`src/rtl/dac_seq_pkg.sv`:
```
package dac_seq_pkg;

  typedef enum logic [1:0] {
    ST_READ  = 2'd0,
    ST_WRITE = 2'd1,
    ST_READY = 2'd2
  } seqState_t;

  // strobes from control to datapath
  typedef struct packed {
    logic capture;  // take fifo head into holding register
    logic stageWr;  // write holding register into selected staging register
    logic commit;   // copy loaded staging registers to outputs
  } seqStrobe_t;

endpackage

```
`src/rtl/dac_seq_ctrl.sv`:
```
module dac_seq_ctrl
  import dac_seq_pkg::*;
#(
  parameter int NUM_CH = 4,
  parameter int IDX_W  = 2,
  parameter int CNT_W  = 3
) (
  input  logic                    clk,
  input  logic                    rst,
  input  logic                    fifoEmpty,
  input  logic [NUM_CH*IDX_W-1:0] chanList,
  input  logic [CNT_W-1:0]        chanCount,
  input  logic                    sampleTick,
  input  logic                    clearErr,
  output seqStrobe_t              strobe,
  output logic [IDX_W-1:0]        stageSel,
  output logic                    fifoRd,
  output logic                    overrun
);

  seqState_t        state;
  logic [IDX_W-1:0] entryPtr;
  logic [CNT_W-1:0] effCount;
  logic [CNT_W-1:0] lastEntry;
  logic             lastWrite;

  // clamp count into 1..NUM_CH
  always_comb begin
    if (chanCount == '0)
      effCount = CNT_W'(1);
    else if (chanCount > CNT_W'(NUM_CH))
      effCount = CNT_W'(NUM_CH);
    else
      effCount = chanCount;
  end

  assign lastEntry = effCount - CNT_W'(1);
  assign lastWrite = (CNT_W'(entryPtr) == lastEntry);
  assign stageSel  = chanList[int'(entryPtr)*IDX_W +: IDX_W];

  always_comb begin
    strobe         = '0;
    strobe.capture = (state == ST_READ) && !fifoEmpty;
    strobe.stageWr = (state == ST_WRITE);
    strobe.commit  = (state == ST_READY) && sampleTick;
  end

  assign fifoRd = strobe.capture;

  always_ff @(posedge clk) begin
    if (rst) begin
      state    <= ST_READ;
      entryPtr <= '0;
    end else begin
      unique case (state)
        ST_READ: begin
          if (!fifoEmpty) state <= ST_WRITE;
        end
        ST_WRITE: begin
          if (lastWrite) begin
            entryPtr <= '0;
            state    <= ST_READY;
          end else begin
            entryPtr <= entryPtr + IDX_W'(1);
            state    <= ST_READ;
          end
        end
        ST_READY: begin
          if (sampleTick) state <= ST_READ;
        end
        default: state <= ST_READ;
      endcase
    end
  end

  // sticky late-transfer flag; a set wins over a clear
  always_ff @(posedge clk) begin
    if (rst)
      overrun <= 1'b0;
    else if (sampleTick && (state != ST_READY))
      overrun <= 1'b1;
    else if (clearErr)
      overrun <= 1'b0;
  end

endmodule

```
`src/rtl/dac_seq_datapath.sv`:
```
module dac_seq_datapath
  import dac_seq_pkg::*;
#(
  parameter int                NUM_CH    = 4,
  parameter int                DATA_W    = 16,
  parameter int                IDX_W     = 2,
  parameter logic [DATA_W-1:0] IDLE_CODE = '0
) (
  input  logic                     clk,
  input  logic                     rst,
  input  seqStrobe_t               strobe,
  input  logic [IDX_W-1:0]         stageSel,
  input  logic [DATA_W-1:0]        fifoData,
  output logic [NUM_CH*DATA_W-1:0] dacOut
);

  logic [DATA_W-1:0] holdReg;

  always_ff @(posedge clk) begin
    if (rst)
      holdReg <= IDLE_CODE;
    else if (strobe.capture)
      holdReg <= fifoData;
  end

  for (genvar c = 0; c < NUM_CH; c++) begin : gen_chan
    logic [DATA_W-1:0] stageReg;
    logic [DATA_W-1:0] outReg;
    logic              loaded;
    logic              selHit;

    assign selHit = strobe.stageWr && (stageSel == IDX_W'(c));

    always_ff @(posedge clk) begin
      if (rst) begin
        stageReg <= IDLE_CODE;
        outReg   <= IDLE_CODE;
        loaded   <= 1'b0;
      end else begin
        if (selHit) stageReg <= holdReg;
        if (strobe.commit) begin
          if (loaded) outReg <= stageReg;
          loaded <= 1'b0;
        end else if (selHit) begin
          loaded <= 1'b1;
        end
      end
    end

    assign dacOut[c*DATA_W +: DATA_W] = outReg;
  end

endmodule

```
`src/rtl/dac_update_seq.sv`:
```
module dac_update_seq
  import dac_seq_pkg::*;
#(
  parameter int                NUM_CH    = 4,
  parameter int                DATA_W    = 16,
  parameter int                IDX_W     = (NUM_CH > 1) ? $clog2(NUM_CH) : 1,
  parameter int                CNT_W     = $clog2(NUM_CH + 1),
  parameter logic [DATA_W-1:0] IDLE_CODE = 16'h8000
) (
  input  logic                     clk,
  input  logic                     rst,
  input  logic                     fifoEmpty,
  input  logic [DATA_W-1:0]        fifoData,
  output logic                     fifoRd,
  input  logic [NUM_CH*IDX_W-1:0]  chanList,
  input  logic [CNT_W-1:0]         chanCount,
  input  logic                     sampleTick,
  input  logic                     clearErr,
  output logic [NUM_CH*DATA_W-1:0] dacOut,
  output logic                     overrun
);

  seqStrobe_t       strobe;
  logic [IDX_W-1:0] stageSel;

  dac_seq_ctrl #(
    .NUM_CH(NUM_CH), .IDX_W(IDX_W), .CNT_W(CNT_W)
  ) u_ctrl (
    .clk(clk), .rst(rst), .fifoEmpty(fifoEmpty), .chanList(chanList),
    .chanCount(chanCount), .sampleTick(sampleTick), .clearErr(clearErr),
    .strobe(strobe), .stageSel(stageSel), .fifoRd(fifoRd), .overrun(overrun)
  );

  dac_seq_datapath #(
    .NUM_CH(NUM_CH), .DATA_W(DATA_W), .IDX_W(IDX_W), .IDLE_CODE(IDLE_CODE)
  ) u_dp (
    .clk(clk), .rst(rst), .strobe(strobe), .stageSel(stageSel),
    .fifoData(fifoData), .dacOut(dacOut)
  );

endmodule

```
`config.mk`:
```
export PLATFORM = sky130hd
export DESIGN_NAME = dac_update_seq
export DESIGN_NICKNAME = d
export VERILOG_FILES = /design/src/rtl/dac_seq_pkg.sv /design/src/rtl/dac_seq_ctrl.sv /design/src/rtl/dac_seq_datapath.sv /design/src/rtl/dac_update_seq.sv
export SDC_FILE = /design/constraint.sdc
export NUM_CORES = 1
export LEC_CHECK = 0
export ABC_CLOCK_PERIOD_IN_PS = 1610
export BUFFER_PORTS_ARGS = -buffer_cell sky130_fd_sc_hd__buf_2
export CORE_ASPECT_RATIO = 1.1
export CORE_MARGIN = 2
export CORE_UTILIZATION = 51
export CTS_BUF_LIST = sky130_fd_sc_hd__clkbuf_4 sky130_fd_sc_hd__clkbuf_8 sky130_fd_sc_hd__clkbuf_16
export DETAILED_ROUTE_END_ITERATION = 10
export PLACE_DENSITY = 0.79
export SKIP_LAST_GASP = 1
export SYNTH_ARGS = -nofsm -noshare
export SYNTH_HDL_FRONTEND = slang
export SYNTH_HIERARCHICAL = 1
export SYNTH_SLANG_ARGS = --single-unit
```
`constraint.sdc`:
```
create_clock -name clk -period 1.61 [get_ports clk]
set_input_delay 0.0805 -clock clk [delete_from_list [all_inputs] [get_ports clk]]
set_output_delay 0.0805 -clock clk [all_outputs]
set_load 0.05 [all_outputs]
```
==> summary.md, run 1 <==
| Metric | Value |
|---|---|
| Hold path endpoint | u_dp/holdReg[9] |
| Die X | 111 um |
| Reg clk slew, reported paths | around 60 ps |
| Net Switching | about 1.8 mW |
| Commonest non-fill, non-tap cells in the layout | 151 x dfxtp_1, 96 x buf_2, 77 x nand2b_1, 75 x mux2i_1, 62 x nand3_1 |
| Grt ovf | 0 |
| CTS Buffer Depth | 2 |
| Status | complete, but fails checks |
| Post-synthesis sequential area ratio | 48.1% |
| Setup TNS | -3430 ps |
| Flip-flop and latch count after synthesis | ~150 |
| Number of global-route vias before repair | roughly 4700 |
| Seq pwr share | approximately 47% |
| Worst hold path depth | 2 |
| Internal power | about 6.4 mW |
| Crit path max fanout | 4 |
| DP Worst Slack | -91.6 ps |
| GR peak layer | met2 |
| TritonRoute pass-1 iters | 5 |
| Nets | between 700 and 800 |
| Cell Rows | 42 |
| Max_cap viols | 0 |
| Clock group share of total power | 46.3% |
| Leading cell type in the layout, fill and taps excluded | dfxtp_1 |
| Crit start category | flip-flop |
| Largest net degree at the start of global routing | 48 |
| Synthesized cell area | approximately 0.0064 mm2 |
| Critical path cell sequence | mux4_2 > buf_6 > nand3b_1 > buf_6 > clkbuf_16 > mux2i_1 |
| Slew Limit Fails | 0 |
| Max-Slew Margin vs Limit | a little under three quarters |
| Final worst path period share | 107% |
| DP HPWL | around 9700 um |
| H-tree Lvls | 4 |
| Layout cells sized above 1 | around a quarter |
| Hold Path Origin | rst |
| Drt drc | 0 |
| Hold Vio Cnt, Final | 0 |
| Syn_nets | ~650 |
| Highest clock rate | 0.578 GHz |
| Global Route met2 Usage | 39.6% |
| Final setup fails | 62 |
| All-layer global routing usage | around 22% |
| Maximum vdd drop | 676 uV |
| Ports | around 100 |
| R2R Path Start | u_ctrl/entryPtr[0] |
| Mean Syn Cell Area | around 10 um2 |
| Die area | about 0.013 mm2 |
| Via Count | approximately 4800 |
| Least-Margin Pin Slew | 432 ps |
| GRT met1 Usage | between 20% and 30% |
| First-pass GRT wire length | about 24000 um |
| First DRT Iteration DRCs | roughly 200 |
| Switching Share | between 20% and 30% |
| R2R depth | 6 |
| Final Critical Period | 1730 ps |
| Violated checks | negative setup slack |
| Most used cell, CP | buf_6 |
| Clk Latency, worst-skew pair | 420 ps |
| CTS tree | yes |
| Routability Congestion | roughly 0.76 |
| Area Overhead vs Synth | 24.4% |
| Worst Setup End Kind | flip-flop |
| Worst Path Buf+Inv | 3 |
| Unrepaired setup endpoints after global routing | true |
| CP peak stage delay | 550 ps |
| Starting Density | roughly 53% |
| Critical path depth | 6 |
| Slowest CP cell | mux4_2 |
| Met3 Use GR | between 5 and 6% |
| Fin Clk Skew | between 7 and 8 ps |
| Antenna-violating nets left | 0 |
| Clock sink total | roughly 150 |
| Synth cell types | 36 |
| Core box area | 0.0121 mm2 |
| Clock Tree Root | clkbuf_16 |
| Syn Inst Count | approximately 600 |
| Initial antenna violation count | 0 |
| Port Buffers | 97 |
| Total power | 8.26 mW |
| WL per Instance | 16.8 um |
| Clock buffer count from CTS | 17 |
| Syn. warnings | 6 |
| Post-Route WL | approximately 15000 um |
| Antenna diode instance count | 0 |
| Worst reg-to-reg setup slack | -120 ps |
| Final worst setup slack | -120 ps |
| Leakage power | 3.41 nW |
| Top delay family on crit path | multiplexers |
| Hold crit path type | input port to flip-flop |
| FF-to-FF End | u_dp/gen_chan[1].stageReg[9] |
| Crit path required time | slightly below 2000 ps |
| Crit path kind | flip-flop to flip-flop |
| Power Density | about 1000 mW/mm2 |
| Data arrival, critical path | a little over 2000 ps |
| Final Core Density | between 60% and 70% |
| Vias per inst | roughly 5.4 |
| Combinational share of power | 6.7% |
| Chip height | roughly 120 um |
-- area by class of cell --
cell class	instances	area (um2)
Timing Repair Buffer	149	1120
Fill cell	927	4170
Tap cell	154	193
Sequential cell	153	3070
Multi-Input combinational cell	399	2940
Clock buffer	20	448
Clock inverter	11	125
Inverter	4	15.0
-- synthesized netlist by cell type --
library cell	number	area share, %
buf_12	1	0.31
and2b_1	1	0.12
nor2_1	21	1.2
a21oi_2	1	0.14
o21ba_1	1	0.16
a21boi_0	5	0.59
a21bo_2	14	2.2
nor2b_1	2	0.20
buf_2	34	2.7
nand2_1	1	0.059
nor3b_1	1	0.12
dfxtp_1	153	48
a211o_1	1	0.14
xnor2_1	2	0.28
nand3b_1	2	0.24
buf_4	3	0.35
a21oi_1	61	4.8
a21boi_1	2	0.24
nor3_1	4	0.31
ha_1	1	0.20
xor2_1	2	0.28
a21bo_1	46	7.2
mux2i_1	79	12
nor4_1	1	0.098
nor3b_2	1	0.20
o21a_1	1	0.12
a311o_1	4	0.63
buf_6	11	1.9
or2_2	1	0.098
mux4_1	2	0.83
o21ai_0	2	0.16
or3_4	1	0.18
clkbuf_1	11	0.65
nand2b_1	77	7.6
nand3_1	62	4.9
inv_1	4	0.24
-- what timing repair did --
action | in CTS | in global routing
gates cloned | 1 | 3
resized for setup | 3 | 8
hold endpoints to repair | 19 | 0
setup endpoints to repair | 51 | 67
buffers inserted | 1 | 1
pin swaps | 0 | 1
hold buffers | 20 | 0
-- logic make-up (layout without fill, tap and decap cells) --
group / count (synthesis) / count (layout) / synth area share, %
mux: 81 / 81 / 13.3
simple gates: 175 / 175 / 15.3
flops: 153 / 153 / 48.1
compound gates: 138 / 138 / 16.4
buf+inv: 64 / 184 / 6.17
fa+ha+maj: 1 / 1 / 0.197
xor+xnor: 4 / 4 / 0.551
-- power by group through the flow --
stage               Clock [mW]  Combinational, mW  Sequential [mW]
floorplan                    0              0.361             3.95
global placement             0              0.454             3.96
detailed placement           0              0.472             3.96
CTS                       3.88              0.519             3.88
global route              4.03              0.587             3.89
finish                    3.83              0.550             3.88
-- worst max path at each step --
stage,to,slack [ps],start
after CTS,u_dp/gen_chan[0].stageReg[3],-110,u_ctrl/entryPtr[0]
after detailed placement,u_dp/gen_chan[0].stageReg[14],-90,u_ctrl/entryPtr[0]
after global placement,u_dp/gen_chan[0].stageReg[9],-30,u_ctrl/entryPtr[0]
final,u_dp/gen_chan[1].stageReg[9],-120,u_ctrl/entryPtr[0]
after floorplan,u_dp/gen_chan[0].stageReg[10],-60,u_ctrl/entryPtr[0]
after global routing,u_dp/gen_chan[1].stageReg[10],-170,u_ctrl/entryPtr[0]
-- registers in the layout (all words and copies together), names as in the netlist --
register,flops
u_dp/gen_chan.loaded,4
u_ctrl/state,2
u_dp/gen_chan.outReg,64
u_ctrl/entryPtr,2
u_dp/holdReg,16
u_dp/gen_chan.stageReg,64
u_ctrl/overrun,1
-- per-layer routing --
metal | vias to the layer above | part of all wire (%)
li1 | 2349 | -
met1 | 2304 | 41
met2 | 143 | 51
met3 | 27 | 5.0
met4 | 0 | 2.6
met5 | - | 0
-- stage by stage --
| step | hold slack, ps | instances | cell area, um2 |
|---|---|---|---|
| after floorplan | 150 | 616 | 6390 |
| after global placement | 296 | 833 | 6990 |
| after detailed placement | 311 | 833 | 6990 |
| after CTS | 64.4 | 886 | 7800 |
| after global routing | 92.8 | 890 | 7920 |
| final | 76.4 | 890 | 7920 |
Power figures use the tool's default switching activity.
==> run 2: changes to the inputs <==
- ABC_AREA: unset -> 1
- CORE_UTILIZATION: 51 -> 50
- PLACE_DENSITY: 0.79 -> 0.78
==> summary.md, run 2 <==
| Metric | Value |
|---|---|
| Status | complete, but fails checks (unchanged) |
| Violated checks | negative setup slack (unchanged) |
| Least-Margin Pin Slew | 366 ps (was 432 ps) |
| Async set-reset flop share out of synthesis | 0% (unchanged) |
| H-tree Lvls | 4 (unchanged) |
| Post-synthesis sequential area ratio | 52.6% (was 48.1%) |
| Die X | 107 um (was 111 um) |
| Ports | 98 (unchanged) |
| Leakage power | 3.67 nW (was 3.41 nW) |
| Routability Congestion | 0.900 (was 0.764) |
| WL per Instance | 13.3 um (was 16.8 um) |
| First DRT Iteration DRCs | 348 (was 203) |
| TritonRoute pass-1 iters | 6 (was 5) |
| Mean Syn Cell Area | 7.18 um2 (was 10.3 um2) |
| Syn. warnings | 6 (unchanged) |
| Cell Rows | 41 (was 42) |
| Post-Route WL | 14600 um (was 15000 um) |
| Unrepaired setup endpoints after global routing | true (unchanged) |
| Crit start category | flip-flop (unchanged) |
| Flip-flop and latch count after synthesis | 153 (unchanged) |
| Starting Density | 51.1% (was 52.7%) |
| Initial antenna violation count | 0 (unchanged) |
| Biggest regs | u_dp/gen_chan.outReg x64, u_dp/gen_chan.stageReg x64, u_dp/holdReg x16 (unchanged) |
| Data arrival, critical path | 1920 ps (was 2060 ps) |
| Area leader, netlist | dfxtp_1 (unchanged) |
| All-layer global routing usage | 23.2% (was 22.4%) |
| Design area | 0.00756 mm2 (was 0.00792 mm2) |
| Vias per inst | 4.92 (was 5.42) |
| Crit path required time | 1920 ps (was 1940 ps) |
| Via Count | 5396 (was 4823) |
| Crit path max fanout | 16 (was 4) |
| Synth area leaders | dfxtp_1 53%, nor2_1 15%, nand2_1 8.9% (was dfxtp_1 48%, mux2i_1 12%, nand2b_1 7.6%) |
| Maximum vdd drop | 709 uV (was 676 uV) |
| Clock sink total | 153 (unchanged) |
| Syn_nets | 844 (was 649) |
| Antenna-violating nets left | 0 (unchanged) |
| Setup TNS | -1.55 ps (was -3430 ps) |
| Drt drc | 0 (unchanged) |
| Dominant synthesized flop cell | dfxtp_1 (unchanged) |
| Max_cap viols | 0 (unchanged) |
| Synthesized cell area | 0.00582 mm2 (was 0.00636 mm2) |
| Final Core Density | 66.4% (was 65.5%) |
| CTS Buffer Depth | 2 (unchanged) |
| Layout cells sized above 1 | 19.0% (was 25.7%) |
| Area Overhead vs Synth | 29.8% (was 24.4%) |
| First-pass GRT wire length | 22600 um (was 23600 um) |
| Slew Limit Fails | 0 (unchanged) |
| Reg clk slew, reported paths | 60 ps (about the same) |
| DP HPWL | 9030 um (was 9740 um) |
| Synth cell types | 24 (was 36) |
| Clock buffer count from CTS | 17 (unchanged) |
| Antenna diode instance count | 0 (unchanged) |
| Max-Slew Margin vs Limit | 75.5% (was 71.2%) |
| Synth cell count leaders | 234 x nor2_1, 153 x dfxtp_1, 138 x nand2_1, 81 x inv_1, 79 x o21ai_0 (was 153 x dfxtp_1, 79 x mux2i_1, 77 x nand2b_1, 62 x nand3_1, 61 x a21oi_1) |
| Hold crit path type | input port to flip-flop (unchanged) |
| Power Density | 1180 mW/mm2 (was 1040 mW/mm2) |
| Port Buffers | 97 (unchanged) |
| Fin Clk Skew | 8.48 ps (was 7.60 ps) |
| Crit path kind | flip-flop to flip-flop (unchanged) |
| Nets | 967 (was 757) |
| Grt ovf | 0 (unchanged) |
| Number of global-route vias before repair | 4827 (was 4715) |
| Commonest non-fill, non-tap cells in the layout | 233 x nor2_1, 150 x dfxtp_1, 136 x nand2_1, 97 x buf_2, 78 x inv_1 (was 151 x dfxtp_1, 96 x buf_2, 77 x nand2b_1, 75 x mux2i_1, 62 x nand3_1) |
| Largest net degree at the start of global routing | 61 (was 48) |
| Highest clock rate | 0.621 GHz (was 0.578 GHz) |
| Syn Inst Count | 811 (was 616) |
| Final Critical Period | 1610 ps (was 1730 ps) |
| CTS tree | yes (unchanged) |
| Hold Vio Cnt, Final | 0 (unchanged) |
| Core box area | 0.0114 mm2 (was 0.0121 mm2) |
| Leading cell type in the layout, fill and taps excluded | nor2_1 (was dfxtp_1) |
| Die area | 0.0125 mm2 (was 0.0134 mm2) |
| Final worst path period share | 100% (was 107%) |
| Final setup fails | 1 (was 62) |
| Final worst setup slack | -1.55 ps (was -120 ps) |
| Clk Latency, worst-skew pair | 420 ps (about the same) |
| Clock Tree Root | clkbuf_16 (unchanged) |
| EDFF count, synth | 0 (unchanged) |
| Worst Setup End Kind | flip-flop (unchanged) |
| DP Worst Slack | -44.5 ps (was -91.6 ps) |
| Area share of the largest cell type after synthesis | 52.6% (was 48.1%) |
| Chip height | 117 um (was 121 um) |
| DP Area | 0.00659 mm2 (was 0.00699 mm2) |
| Top-count cell post-synth | nor2_1 (was dfxtp_1) |
[run 2: per-layer routing]
layer | GRT usage [%] | routed length, um | up-vias
li1 | - | - | 2741
met1 | 28.8 | 6170 | 2447
met2 | 38.2 | 7000 | 178
met3 | 5.92 | 961 | 30
met4 | 10.8 | 459 | 0
met5 | 0 | 0 | -
[run 2: path summary, 6_finish.rpt]
check,start,to,slack (ps),depth (start not counted)
hold / removal,fifoData[0],u_dp/holdReg[0],20,3
setup reg to reg,u_ctrl/entryPtr[0],u_dp/gen_chan[2].stageReg[10],-2,7
hold reg to reg,u_dp/gen_chan[1].loaded,u_dp/gen_chan[1].loaded,470,2
setup / recovery,u_ctrl/entryPtr[0],u_dp/gen_chan[2].stageReg[10],-2,7
[run 2: layout make-up]
class / instances / area, um2
fillers: 930 / 3830
flip-flops and latches: 153 / 3070
multi-input cells: 531 / 2290
repair buffers: 147 / 1060
clock buffers: 19 / 453
inverters: 83 / 320
well taps: 150 / 188
clock inverters: 12 / 173
repair inverters: 1 / 7.51
[run 2: power breakdown]
| part | internal, mW | switching [mW] | total, mW |
|---|---|---|---|
| clock | 2.66 | 1.52 | 4.19 |
| sequential | 3.92 | 0.121 | 4.04 |
| combinational | 0.288 | 0.438 | 0.726 |
| total | 6.86 | 2.08 | 8.95 |
[run 2: worst max-delay path, stage by stage, from the launching register on]
cell	delay, ps
dfxtp_2	350
o21ai_0	320
o22ai_4	160
inv_1	100
nand3_2	150
clkbuf_16	230
nor2_1	120
nor2_1	70
[run 2: what timing repair did]
| item | 4_1_cts | 5_1_grt |
|---|---|---|
| hold buffers | 21 | 0 |
| setup buffers | 0 | 3 |
| endpoints found under the setup margin | 53 | 87 |
| cloned | 0 | 2 |
| gates resized for setup | 4 | 18 |
| endpoints found under the hold margin | 18 | 0 |
| pin swaps | 0 | 3 |
[run 2: cell families (layout without fill, tap and decap cells)]
kind of cell / Yosys count / count (layout) / synth area share [%]
compound gates: 118 / 118 / 10.3
xor+xnor: 2 / 2 / 0.301
buf+inv: 127 / 262 / 9.07
simple gates: 410 / 410 / 27.5
fa+ha+maj: 1 / 1 / 0.215
flops: 153 / 153 / 52.6
[run 2: through the flow]
step | hold WS [ps] | total power [mW] | cells
detailed placement | 306 | 4.73 | 1039
floorplan | 143 | 4.50 | 811
finish | 23.1 | 8.95 | 1096
global placement | 296 | 4.71 | 1039
global route | 21.3 | 9.27 | 1096
CTS | 12.3 | 8.93 | 1091
==> run 3: changes to the inputs <==
- CELL_PAD_IN_SITES_DETAIL_PLACEMENT: unset -> 0
- CELL_PAD_IN_SITES_GLOBAL_PLACEMENT: unset -> 1
- CORE_UTILIZATION: 50 -> 36
==> summary.md, run 3 (same netlist as run 2, synthesis figures left out) <==
| Metric | Value |
|---|---|
| Status | finished, final reports clean (was complete, but fails checks) |
| Power Density | 1150 mW/mm2 (was 1180 mW/mm2) |
| Biggest regs | u_dp/gen_chan.outReg x64, u_dp/gen_chan.stageReg x64, u_dp/holdReg x16 (unchanged) |
| Post-Layout Cell Count | 1155 (was 1096) |
| Hold crit path type | input port to flip-flop (unchanged) |
| Slowest CP cell | dfxtp_4 (was dfxtp_2) |
| DP HPWL | 9360 um (was 9030 um) |
| TritonRoute pass-1 iters | 5 (was 6) |
| CP peak stage delay | 390 ps (was 350 ps) |
| Final Core Density | 49.5% (was 66.4%) |
| Area Overhead vs Synth | 33.7% (was 29.8%) |
| Most used cell, CP | nand2_1 (was nor2_1) |
| Commonest non-fill, non-tap cells in the layout | 231 x nor2_1, 151 x dfxtp_1, 138 x nand2_1, 97 x buf_2, 77 x inv_1 (was 233 x nor2_1, 150 x dfxtp_1, 136 x nand2_1, 97 x buf_2, 78 x inv_1) |
| Design area | 0.00778 mm2 (was 0.00756 mm2) |
| Final Critical Period | 1560 ps (was 1610 ps) |
| Worst Path Buf+Inv | 2 (unchanged) |
| Highest clock rate | 0.641 GHz (was 0.621 GHz) |
| Clock sink total | 153 (unchanged) |
| Chip height | 137 um (was 117 um) |
| Drt drc | 0 (unchanged) |
| Routability Congestion | 0.806 (was 0.900) |
| Clock buffer count from CTS | 17 (unchanged) |
| Total power | 8.94 mW (was 8.95 mW) |
| Largest net degree at the start of global routing | 47 (was 61) |
| Leakage power | 3.75 nW (was 3.67 nW) |
| Worst reg-to-reg setup slack | 50 ps (was -2 ps) |
| Vias per inst | 4.44 (was 4.92) |
| Critical path cell sequence | o21ai_1 > o22ai_4 > inv_1 > nand3_4 > clkbuf_16 > nand2_1 > nand2_1 > nor2_1 (was o21ai_0 > o22ai_4 > inv_1 > nand3_2 > clkbuf_16 > nor2_1 > nor2_1) |
| Data arrival, critical path | 1880 ps (was 1920 ps) |
| Top delay family on crit path | compound AO/OA/AOI/OAI gates (unchanged) |
| Port Buffers | 97 (unchanged) |
| Crit start category | flip-flop (unchanged) |
| Leading cell type in the layout, fill and taps excluded | nor2_1 (unchanged) |
| Hold Worst Slack | 184 ps (was 23.1 ps) |
| Antenna-violating nets left | 0 (unchanged) |
| Layout cells sized above 1 | 19.8% (was 19.0%) |
| Die X | 125 um (was 107 um) |
| Clk Latency, worst-skew pair | 430 ps (was 420 ps) |
| Grt ovf | 0 (unchanged) |
| Crit path max fanout | 16 (unchanged) |
| Post-Route WL | 14800 um (was 14600 um) |
| Core box area | 0.0157 mm2 (was 0.0114 mm2) |
| R2R depth | 8 (was 7) |
| Number of global-route vias before repair | 4505 (was 4827) |
| Via Count | 5127 (was 5396) |
| CTS Buffer Depth | 2 (unchanged) |
| Worst hold path depth | 8 (was 3) |
| DP Area | 0.00664 mm2 (was 0.00659 mm2) |
| First DRT Iteration DRCs | 305 (was 348) |
| Final worst setup slack | 50.6 ps (was -1.55 ps) |
| Crit path required time | 1930 ps (was 1920 ps) |
| Placed cells | 1091 (was 1039) |
| Worst Setup End Kind | flip-flop (unchanged) |
| Cell Rows | 48 (was 41) |
| Setup TNS | 0 ps (was -1.55 ps) |
| Antenna diode instance count | 0 (unchanged) |
| DP Worst Slack | -97.9 ps (was -44.5 ps) |
| Hold Vio Cnt, Final | 0 (unchanged) |
| Register area | 0.00307 mm2 (about the same) |
| Slew Limit Fails | 0 (unchanged) |
| Reg clk slew, reported paths | 60 ps (about the same) |
| Starting Density | 37.0% (was 51.1%) |
| Ports | 98 (unchanged) |
| Clock Tree Root | clkbuf_16 (unchanged) |
| Die area | 0.0172 mm2 (was 0.0125 mm2) |
| Unrepaired setup endpoints after global routing | true (unchanged) |
| Max-Slew Margin vs Limit | 74.4% (was 75.5%) |
| Final setup fails | 0 (was 1) |
| Final worst path period share | 96.9% (was 100%) |
| CTS tree | yes (unchanged) |
| Max_cap viols | 0 (unchanged) |
| WL per Instance | 12.8 um (was 13.3 um) |
| Least-Margin Pin Slew | 384 ps (was 366 ps) |
| Maximum vdd drop | 732 uV (was 709 uV) |
| Fin Clk Skew | 6.44 ps (was 8.48 ps) |
| Crit path kind | flip-flop to flip-flop (unchanged) |
| Nets | 977 (was 967) |
| Filler instances | 1604 (was 930) |
| First-pass GRT wire length | 22200 um (was 22600 um) |
| All-layer global routing usage | 16.6% (was 23.2%) |
| Critical path depth | 8 (was 7) |
| H-tree Lvls | 4 (unchanged) |
| Footprint of the multi-input gates | 0.00231 mm2 (was 0.00229 mm2) |
| Initial antenna violation count | 0 (unchanged) |
-- run 3: worst paths after layout --
kind / end / start
hold / removal: u_ctrl/state[1] / chanCount[0]
setup / recovery: u_dp/gen_chan[1].stageReg[12] / u_ctrl/entryPtr[0]
hold reg to reg: u_dp/gen_chan[2].loaded / u_dp/gen_chan[2].loaded
setup reg to reg: u_dp/gen_chan[1].stageReg[12] / u_ctrl/entryPtr[0]
-- run 3: power by group --
group / switching [mW] / internal (mW) / total [mW]
logic: 0.437 / 0.333 / 0.770
registers: 0.125 / 3.92 / 4.04
clock network: 1.49 / 2.64 / 4.13
total: 2.06 / 6.89 / 8.94
-- run 3: what timing repair did --
action	4_1_cts	5_1_grt
resized for setup	3	35
gates cloned	0	6
hold buffers	22	0
pin swaps	0	4
setup buffers	0	6
hold endpoints to repair	19	0
setup endpoints to repair	67	100
-- run 3: area by class of cell --
class | instances | share of cell area, %
clock buffer | 23 | 6.44
clock inverter | 7 | 1.48
sequential | 153 | 39.4
timing repair buffer | 158 | 15.6
tap | 200 | 3.21
multi-input combinational | 531 | 29.7
inverter | 83 | 4.15
-- run 3: routing by layer --
layer / vias to the layer above / wire length [um] / track usage [%]
met5: - / 0 / 0
li1: 2773 / - / -
met1: 2235 / 7020 / 21.3
met2: 102 / 6830 / 26.3
met4: 0 / 274 / 7.16
met3: 17 / 680 / 4.62
-- run 3: tightest hold or removal path: stages --
cell	delay [ps]
buf_2	70
inv_1	30
nand2_1	70
nand3_1	60
nand2_1	60
inv_1	30
nand2_1	100
a21oi_2	60
